===== src/rtl/cmdrsp_pkg.sv =====
package cmdrsp_pkg;

    typedef enum logic [2:0] {
        PH_IDLE  = 3'd0,
        PH_READY = 3'd1,
        PH_RECV  = 3'd2,
        PH_EXEC  = 3'd3,
        PH_RESP  = 3'd4
    } phase_e;

    // register byte offsets
    localparam logic [7:0] OFS_STS0    = 8'h00;
    localparam logic [7:0] OFS_STS1    = 8'h01;
    localparam logic [7:0] OFS_STS2    = 8'h02;
    localparam logic [7:0] OFS_STS3    = 8'h03;
    localparam logic [7:0] OFS_DATA    = 8'h04;
    localparam logic [7:0] OFS_CKEN0   = 8'h08;
    localparam logic [7:0] OFS_CKEN_HI = 8'h0B;
    localparam logic [7:0] OFS_CKLO    = 8'h0C;
    localparam logic [7:0] OFS_CKHI    = 8'h0D;
    localparam logic [7:0] OFS_IRQ_LO  = 8'h10;
    localparam logic [7:0] OFS_IRQ_HI  = 8'h17;

    // flag bit positions in status byte 0
    localparam int FB_VALID  = 7;
    localparam int FB_CMDRDY = 6;
    localparam int FB_GO     = 5;
    localparam int FB_AVAIL  = 4;
    localparam int FB_EXPECT = 3;

    // big-endian length field position inside the command header
    localparam int HDR_LEN_FIRST = 2;
    localparam int HDR_LEN_LAST  = 5;

endpackage


===== src/rtl/cmdrsp_crc16.sv =====
module cmdrsp_crc16 #(
    parameter logic [15:0] POLY_REFL = 16'h8408
) (
    input  logic [15:0] crc_i,
    input  logic [7:0]  data_i,
    output logic [15:0] crc_o
);
    always_comb begin
        logic [15:0] acc;
        acc = crc_i ^ {8'h00, data_i};
        for (int b = 0; b < 8; b++) begin
            acc = acc[0] ? ((acc >> 1) ^ POLY_REFL) : (acc >> 1);
        end
        crc_o = acc;
    end
endmodule


===== src/rtl/cmdrsp_buf.sv =====
module cmdrsp_buf #(
    parameter int DEPTH = 128,
    parameter int IDXW  = $clog2(DEPTH)
) (
    input  logic            clk,
    input  logic            we_i,
    input  logic [IDXW-1:0] widx_i,
    input  logic [7:0]      wbyte_i,
    input  logic [IDXW-1:0] ridx_a_i,
    output logic [7:0]      rbyte_a_o,
    input  logic [IDXW-1:0] ridx_b_i,
    output logic [7:0]      rbyte_b_o
);
    logic [7:0] mem_q [DEPTH];

    always_ff @(posedge clk) begin
        if (we_i) begin
            mem_q[widx_i] <= wbyte_i;
        end
    end

    assign rbyte_a_o = mem_q[ridx_a_i];
    assign rbyte_b_o = mem_q[ridx_b_i];
endmodule


===== src/rtl/cmdrsp_status.sv =====
module cmdrsp_status
    import cmdrsp_pkg::*;
#(
    parameter int DEPTH = 128,
    parameter int CW    = $clog2(DEPTH + 1)
) (
    input  phase_e        phase_i,
    input  logic [CW-1:0] wcnt_i,
    input  logic [CW-1:0] rcnt_i,
    input  logic [CW-1:0] rsp_len_i,
    input  logic [31:0]   cmd_len_i,
    output logic [31:0]   sts_o
);
    localparam logic [15:0] DEPTH16 = 16'(DEPTH);

    logic [7:0]  flags;
    logic [15:0] burst;
    logic        want_more;

    always_comb begin
        want_more = (32'(wcnt_i) < 32'(HDR_LEN_LAST + 1)) || (32'(wcnt_i) < cmd_len_i);
        flags     = 8'h00;
        burst     = 16'h0000;
        unique case (phase_i)
            PH_IDLE: begin
                burst = DEPTH16;
            end
            PH_READY: begin
                flags[FB_CMDRDY] = 1'b1;
                burst            = DEPTH16;
            end
            PH_RECV: begin
                flags[FB_VALID]  = 1'b1;
                flags[FB_EXPECT] = want_more;
                burst            = DEPTH16 - 16'(wcnt_i);
            end
            PH_EXEC: begin
                flags[FB_VALID] = 1'b1;
            end
            PH_RESP: begin
                flags[FB_VALID] = 1'b1;
                flags[FB_AVAIL] = (rcnt_i < rsp_len_i);
                burst           = 16'(rsp_len_i) - 16'(rcnt_i);
            end
            default: ;
        endcase
        sts_o = {8'h00, burst, flags};
    end
endmodule


===== src/rtl/cmdrsp_fifo.sv =====
module cmdrsp_fifo
    import cmdrsp_pkg::*;
#(
    parameter int DEPTH = 128,
    parameter int IDXW  = $clog2(DEPTH)
) (
    input  logic            clk,
    input  logic            rst_n,
    input  logic            reg_wr,
    input  logic            reg_rd,
    input  logic [7:0]      reg_addr,
    input  logic [7:0]      reg_wdata,
    output logic [7:0]      reg_rdata,
    output logic            be_req,
    output logic [15:0]     be_cmd_len,
    input  logic [IDXW-1:0] be_cmd_idx,
    output logic [7:0]      be_cmd_byte,
    input  logic            be_rsp_we,
    input  logic [IDXW-1:0] be_rsp_idx,
    input  logic [7:0]      be_rsp_byte,
    input  logic            be_rsp_done,
    input  logic [15:0]     be_rsp_len
);
    localparam int CW = $clog2(DEPTH + 1);

    typedef struct packed {
        phase_e        phase;
        logic [CW-1:0] wcnt;
        logic [CW-1:0] rcnt;
        logic [CW-1:0] rsp_len;
        logic [31:0]   cmd_len;
        logic [15:0]   crc;
        logic          ck_en;
    } ctl_t;

    ctl_t ctl_d, ctl_q;

    logic            buf_we;
    logic [IDXW-1:0] buf_widx;
    logic [7:0]      buf_wbyte;
    logic [7:0]      rsp_byte;
    logic [15:0]     crc_nxt;
    logic [31:0]     sts_w;
    logic            accepting;
    logic            has_rsp;

    cmdrsp_crc16 u_crc (
        .crc_i  (ctl_q.crc),
        .data_i (reg_wdata),
        .crc_o  (crc_nxt)
    );

    cmdrsp_buf #(.DEPTH(DEPTH), .IDXW(IDXW)) u_buf (
        .clk       (clk),
        .we_i      (buf_we),
        .widx_i    (buf_widx),
        .wbyte_i   (buf_wbyte),
        .ridx_a_i  (ctl_q.rcnt[IDXW-1:0]),
        .rbyte_a_o (rsp_byte),
        .ridx_b_i  (be_cmd_idx),
        .rbyte_b_o (be_cmd_byte)
    );

    cmdrsp_status #(.DEPTH(DEPTH), .CW(CW)) u_sts (
        .phase_i   (ctl_q.phase),
        .wcnt_i    (ctl_q.wcnt),
        .rcnt_i    (ctl_q.rcnt),
        .rsp_len_i (ctl_q.rsp_len),
        .cmd_len_i (ctl_q.cmd_len),
        .sts_o     (sts_w)
    );

    assign accepting = (ctl_q.phase == PH_READY) || (ctl_q.phase == PH_RECV);
    assign has_rsp   = (ctl_q.phase == PH_RESP) && (ctl_q.rcnt < ctl_q.rsp_len);

    always_comb begin
        ctl_d     = ctl_q;
        buf_we    = 1'b0;
        buf_widx  = '0;
        buf_wbyte = '0;

        if (ctl_q.phase == PH_EXEC) begin
            if (be_rsp_we) begin
                buf_we    = 1'b1;
                buf_widx  = be_rsp_idx;
                buf_wbyte = be_rsp_byte;
            end
            if (be_rsp_done) begin
                ctl_d.phase   = PH_RESP;
                ctl_d.rcnt    = '0;
                ctl_d.rsp_len = (be_rsp_len > 16'(DEPTH)) ? CW'(DEPTH) : CW'(be_rsp_len);
            end
        end

        if (reg_rd && (reg_addr == OFS_DATA) && has_rsp) begin
            ctl_d.rcnt = ctl_q.rcnt + CW'(1);
        end

        if (reg_wr) begin
            unique case (reg_addr)
                OFS_STS0: begin
                    if (reg_wdata[FB_CMDRDY]) begin
                        ctl_d.phase   = PH_READY;
                        ctl_d.wcnt    = '0;
                        ctl_d.rcnt    = '0;
                        ctl_d.rsp_len = '0;
                        ctl_d.cmd_len = '0;
                        ctl_d.crc     = '0;
                    end else if (reg_wdata[FB_GO] && accepting) begin
                        ctl_d.phase = PH_EXEC;
                    end
                end
                OFS_DATA: begin
                    if (accepting && (ctl_q.wcnt < CW'(DEPTH))) begin
                        buf_we      = 1'b1;
                        buf_widx    = ctl_q.wcnt[IDXW-1:0];
                        buf_wbyte   = reg_wdata;
                        ctl_d.wcnt  = ctl_q.wcnt + CW'(1);
                        ctl_d.phase = PH_RECV;
                        ctl_d.crc   = crc_nxt;
                        if ((ctl_q.wcnt >= CW'(HDR_LEN_FIRST)) && (ctl_q.wcnt <= CW'(HDR_LEN_LAST))) begin
                            ctl_d.cmd_len = {ctl_q.cmd_len[23:0], reg_wdata};
                        end
                    end
                end
                OFS_CKEN0: begin
                    ctl_d.ck_en = reg_wdata[0];
                end
                default: ;
            endcase
        end
    end

    always_ff @(posedge clk or negedge rst_n) begin
        if (!rst_n) begin
            ctl_q <= '0;
        end else begin
            ctl_q <= ctl_d;
        end
    end

    always_comb begin
        reg_rdata = 8'hFF;
        if (reg_addr inside {[OFS_IRQ_LO:OFS_IRQ_HI]}) begin
            reg_rdata = 8'h00;
        end else if (reg_addr inside {[OFS_CKEN0 + 8'd1:OFS_CKEN_HI]}) begin
            reg_rdata = 8'h00;
        end else begin
            unique case (reg_addr)
                OFS_STS0:  reg_rdata = sts_w[7:0];
                OFS_STS1:  reg_rdata = sts_w[15:8];
                OFS_STS2:  reg_rdata = sts_w[23:16];
                OFS_STS3:  reg_rdata = sts_w[31:24];
                OFS_DATA:  reg_rdata = has_rsp ? rsp_byte : 8'h00;
                OFS_CKEN0: reg_rdata = {7'b0, ctl_q.ck_en};
                OFS_CKLO:  reg_rdata = ctl_q.ck_en ? ctl_q.crc[7:0] : 8'h00;
                OFS_CKHI:  reg_rdata = ctl_q.ck_en ? ctl_q.crc[15:8] : 8'h00;
                default:   ;
            endcase
        end
    end

    assign be_req     = (ctl_q.phase == PH_EXEC);
    assign be_cmd_len = 16'(ctl_q.wcnt);
endmodule


===== config.mk =====
export PLATFORM = sky130hd
export DESIGN_NAME = cmdrsp_fifo
export DESIGN_NICKNAME = d
export VERILOG_FILES = /design/src/rtl/cmdrsp_pkg.sv /design/src/rtl/cmdrsp_crc16.sv /design/src/rtl/cmdrsp_buf.sv /design/src/rtl/cmdrsp_status.sv /design/src/rtl/cmdrsp_fifo.sv
export SDC_FILE = /design/constraint.sdc
export NUM_CORES = 2
export LEC_CHECK = 0
export BUFFER_PORTS_ARGS = -buffer_cell sky130_fd_sc_hd__buf_2
export CORE_ASPECT_RATIO = 1.75
export CORE_MARGIN = 10
export CORE_UTILIZATION = 30
export CTS_CLUSTER_DIAMETER = 30
export DETAILED_ROUTE_END_ITERATION = 10
export HOLD_SLACK_MARGIN = 0.05
export MAX_ROUTING_LAYER = met4
export PLACE_DENSITY_LB_ADDON = 0.12
export SYNTH_ARGS = -nofsm -noshare
export SYNTH_HDL_FRONTEND = slang
export SYNTH_SLANG_ARGS = --single-unit
export TNS_END_PERCENT = 30

===== constraint.sdc =====
create_clock -name clk -period 4.4 [get_ports clk]
set_input_delay 0.44 -clock clk [delete_from_list [all_inputs] [get_ports clk]]
set_output_delay 0.44 -clock clk [all_outputs]
set_load 0.01 [all_outputs]

==> results.sh <==
export IMPL_internal_power_w=0.0201
export IMPL_power_frac_clock=0.538
export IMPL_area_growth_pct=23.6
export IMPL_synth_top_area_cell="edfxtp_1"
export IMPL_numClockSinks=1100
export IMPL_drc=0
export IMPL_status="finished, violations left"
export IMPL_grt_pass1_wl_microns=295000
export IMPL_synth_compound_area_frac=0.0465
export IMPL_setup_violations=1
export IMPL_io_pins=93
export IMPL_synthesis_area_sq_um=53000
export IMPL_grt_usage=0.226
export IMPL_violations="setup timing"
export IMPL_power_frac_seq=0.435
export IMPL_startpoint_type="flip-flop"
export IMPL_cp_end_kind="output port"
export IMPL_grt_pass1_vias=35000
export IMPL_die_h_microns=576
export IMPL_p_switching_w=0.00584
export IMPL_cp_required_ns=3.96
export IMPL_dp_slack_ns=0.305
export IMPL_core_area_sq_um=176000
export IMPL_dpl_hpwl_microns=153000
export IMPL_final_util=0.372
export IMPL_met1_usage=0.222
export IMPL_synth_cells=2935
export IMPL_fmax_mhz=227
export IMPL_cts_clk_slew_worst_paths_ns=0.06
export IMPL_cts_buffers_inserted=176
export IMPL_met2_usage=0.400
export IMPL_fin_crit_sh=1.00
export IMPL_yosysTopAreaCellShare=0.580
export IMPL_overflow=0
export IMPL_clockRootBuffer="clkbuf_16"
export IMPL_yosysUniqueCellTypes=87
export IMPL_syn_avg_cell_area_sq_um=18.1
export IMPL_yosys_area_share_simple=0.0451
export IMPL_ant_nets=0
export IMPL_portBuffers=84
export IMPL_cts_path_max_buffers=4
export IMPL_crit_path_max_fanout=11
export IMPL_wirelength_microns=216000
export IMPL_multi_input_area_sq_um=19400
export IMPL_clock_latency_ns=0.82
export IMPL_ys_seq_area_frac=0.616
export IMPL_antenna_found_initial=3
export IMPL_place_area_sq_um=58300
export IMPL_synth_adder_area_share=0.00528
export IMPL_drive_gt1_frac=0.405
export IMPL_yosysMostFrequentCell="edfxtp_1"
export IMPL_synth_warning_count=0
export IMPL_num_vias=32900
export IMPL_tightest_slew_ns=1.24
export IMPL_synth_xor_area_frac=0.00710
export IMPL_total_power_w=0.0259
export IMPL_ys_top_cells_by_count="edfxtp_1, mux4_2, nor2_1"
export IMPL_nets=3453
export IMPL_power_density_nw_per_um2=396
export IMPL_start_util=0.301
export IMPL_synth_seq_cells=1100
export IMPL_synth_area_top_cells="edfxtp_1, mux4_2, dfrtp_1, mux2i_1, nor2_1"
export IMPL_rsz0062_at_grt="yes"
export IMPL_routedWlPerCell_microns=37.4
export IMPL_ys_async_sr_fraction=0.0691
export IMPL_crit_arrival_ns=3.97
export IMPL_drt_iter0_markers=2911
export IMPL_irDropWorstVdd_v=0.000315
export IMPL_combPwrFrac=0.027
export IMPL_netSwitchingFraction=0.225
export IMPL_final_max_slew_viol_count=0
export IMPL_cts_htree_levels=4
export IMPL_dieWidth_microns=338
export IMPL_design_area_sq_um=65500
export IMPL_grt_met3_usage=0.0317
export IMPL_relSlewSlack=0.173
export IMPL_finalHoldViolations=0
export IMPL_busiest_layer="met2"
export IMPL_register_area_sq_um=32700
export IMPL_min_period_ns=4.41
export IMPL_cap_violations=0
export IMPL_synth_top_family_by_area="multiplexers"
export IMPL_final_setup_skew_ns=0.0501
export IMPL_synth_flop_cell="edfxtp_1"
export IMPL_rows=204
export IMPL_synth_edf_count=1024
export IMPL_viasPerCell=5.70
export IMPL_worst_slack_ns=-0.0147
export IMPL_min_path_type="input pin to asynchronous set/reset pin"
export IMPL_cts_tree="done"
export IMPL_synthMuxAreaShare=0.255
export IMPL_num_fill_cells=16300
export IMPL_routabilityCongestion=0.936
export IMPL_grt_max_degree=129
export IMPL_p_leak_nw=24.0
export IMPL_die_area_sq_um=195000
export IMPL_critPathKind="flip-flop to output port"
export IMPL_first_pass_iters=8
[final timing paths]
path	from	end	slack, ns	depth (start not counted)
min in group clk	be_rsp_len[15]	ctl_q[51]	0.25	6
hold / removal	rst_n	ctl_q[51]	0.11	2
setup reg to reg	be_cmd_len[1]	u_buf.mem_q[24][1]	0.41	11
hold reg to reg	ctl_q[44]	ctl_q[44]	0.47	2
setup / recovery	ctl_q[57]	reg_rdata[6]	-0.01	11
max in group asynchronous	rst_n	be_cmd_len[1]	3.14	3
[layer usage]
metal,vias up,wire (microns)
li1,13300,-
met1,17700,70300
met2,1403,115000
met3,500,10700
met4,0,19800
met5,-,0
[critical path, stage by stage (launching register included)]
cell and delay [ns]:
dfrtp_4 0.50, buf_16 0.18, buf_4 0.16, buf_16 0.16
buf_6 0.13, mux4_2 0.53, mux4_2 0.59, o22ai_1 0.19
buf_4 0.18, o31a_1 0.24, o22ai_2 0.11, buf_4 0.16
[layout make-up]
| type | count | area share |
|---|---|---|
| Antenna cell | 5 | 0.000191 |
| Clock buffer | 188 | 0.0690 |
| Inverter | 26 | 0.00155 |
| Clock inverter | 123 | 0.0205 |
| Timing Repair Buffer | 488 | 0.0703 |
| Sequential cell | 1100 | 0.498 |
| Multi-Input combinational cell | 1580 | 0.297 |
| Tap cell | 2266 | 0.0433 |
[timing repair]
item | 4_1_cts | 5_1_grt
endpoints found under the hold margin | 36 | 0
pin swaps | 11 | 9
buffers inserted | 18 | 21
gates cloned | 12 | 0
gates resized for setup | 52 | 19
endpoints found under the setup margin | 8 | 8
hold buffers | 21 | 0
[cells in the final DEF, fill, tap and decap left out, types with 28 or more instances in the layout]
cell       netlist  layout
a21oi_1         35      33
a22oi_1         53      52
buf_12           0      41
buf_2           63      78
buf_4           35     316
clkbuf_16        0     178
dfrtp_1         76      71
edfxtp_1      1024    1024
mux2i_1         73      72
mux4_2         565     565
nand2_1        156     154
nand3_1         56      53
nor2_1         187     184
o21ai_0         37      35
xnor2_1         28      28
[power by group through the flow]
stage | Clock (W) | Combinational (W) | Sequential (W)
floorplan | 0 | 0.000387 | 0.0115
global placement | 0 | 0.000681 | 0.0115
detailed placement | 0 | 0.000683 | 0.0115
CTS | 0.0142 | 0.000702 | 0.0113
global route | 0.0146 | 0.000735 | 0.0113
finish | 0.0140 | 0.000702 | 0.0113
[through the flow]
stage | instances | TNS, ns | hold slack (ns)
6_report | 5776 | -0.0147 | 0.108
5_1_grt | 5775 | -0.197 | 0.115
4_1_cts | 5751 | -0.168 | 0.0782
3_5_place_dp | 5389 | 0 | 0.357
3_3_place_gp | 5389 | 0 | 0.357
2_1_floorplan | 2942 | 0 | 0.144
[cell families (layout without fill, tap and decap cells)]
family          after synthesis  after routing
compound gates              338            338
xor+xnor                     43             43
fa+ha+maj                    22             22
buf+inv                     262            825
flops                      1100           1100
mux                         646            646
other cells                   1             13
simple gates                523            523
[state kept, by name, summed over array words and instances (netlist names)]
name,count
u_buf.mem_q,1024
be_cmd_len,8
ctl_q,68
Note: power is estimated with default switching activity, not from simulation.
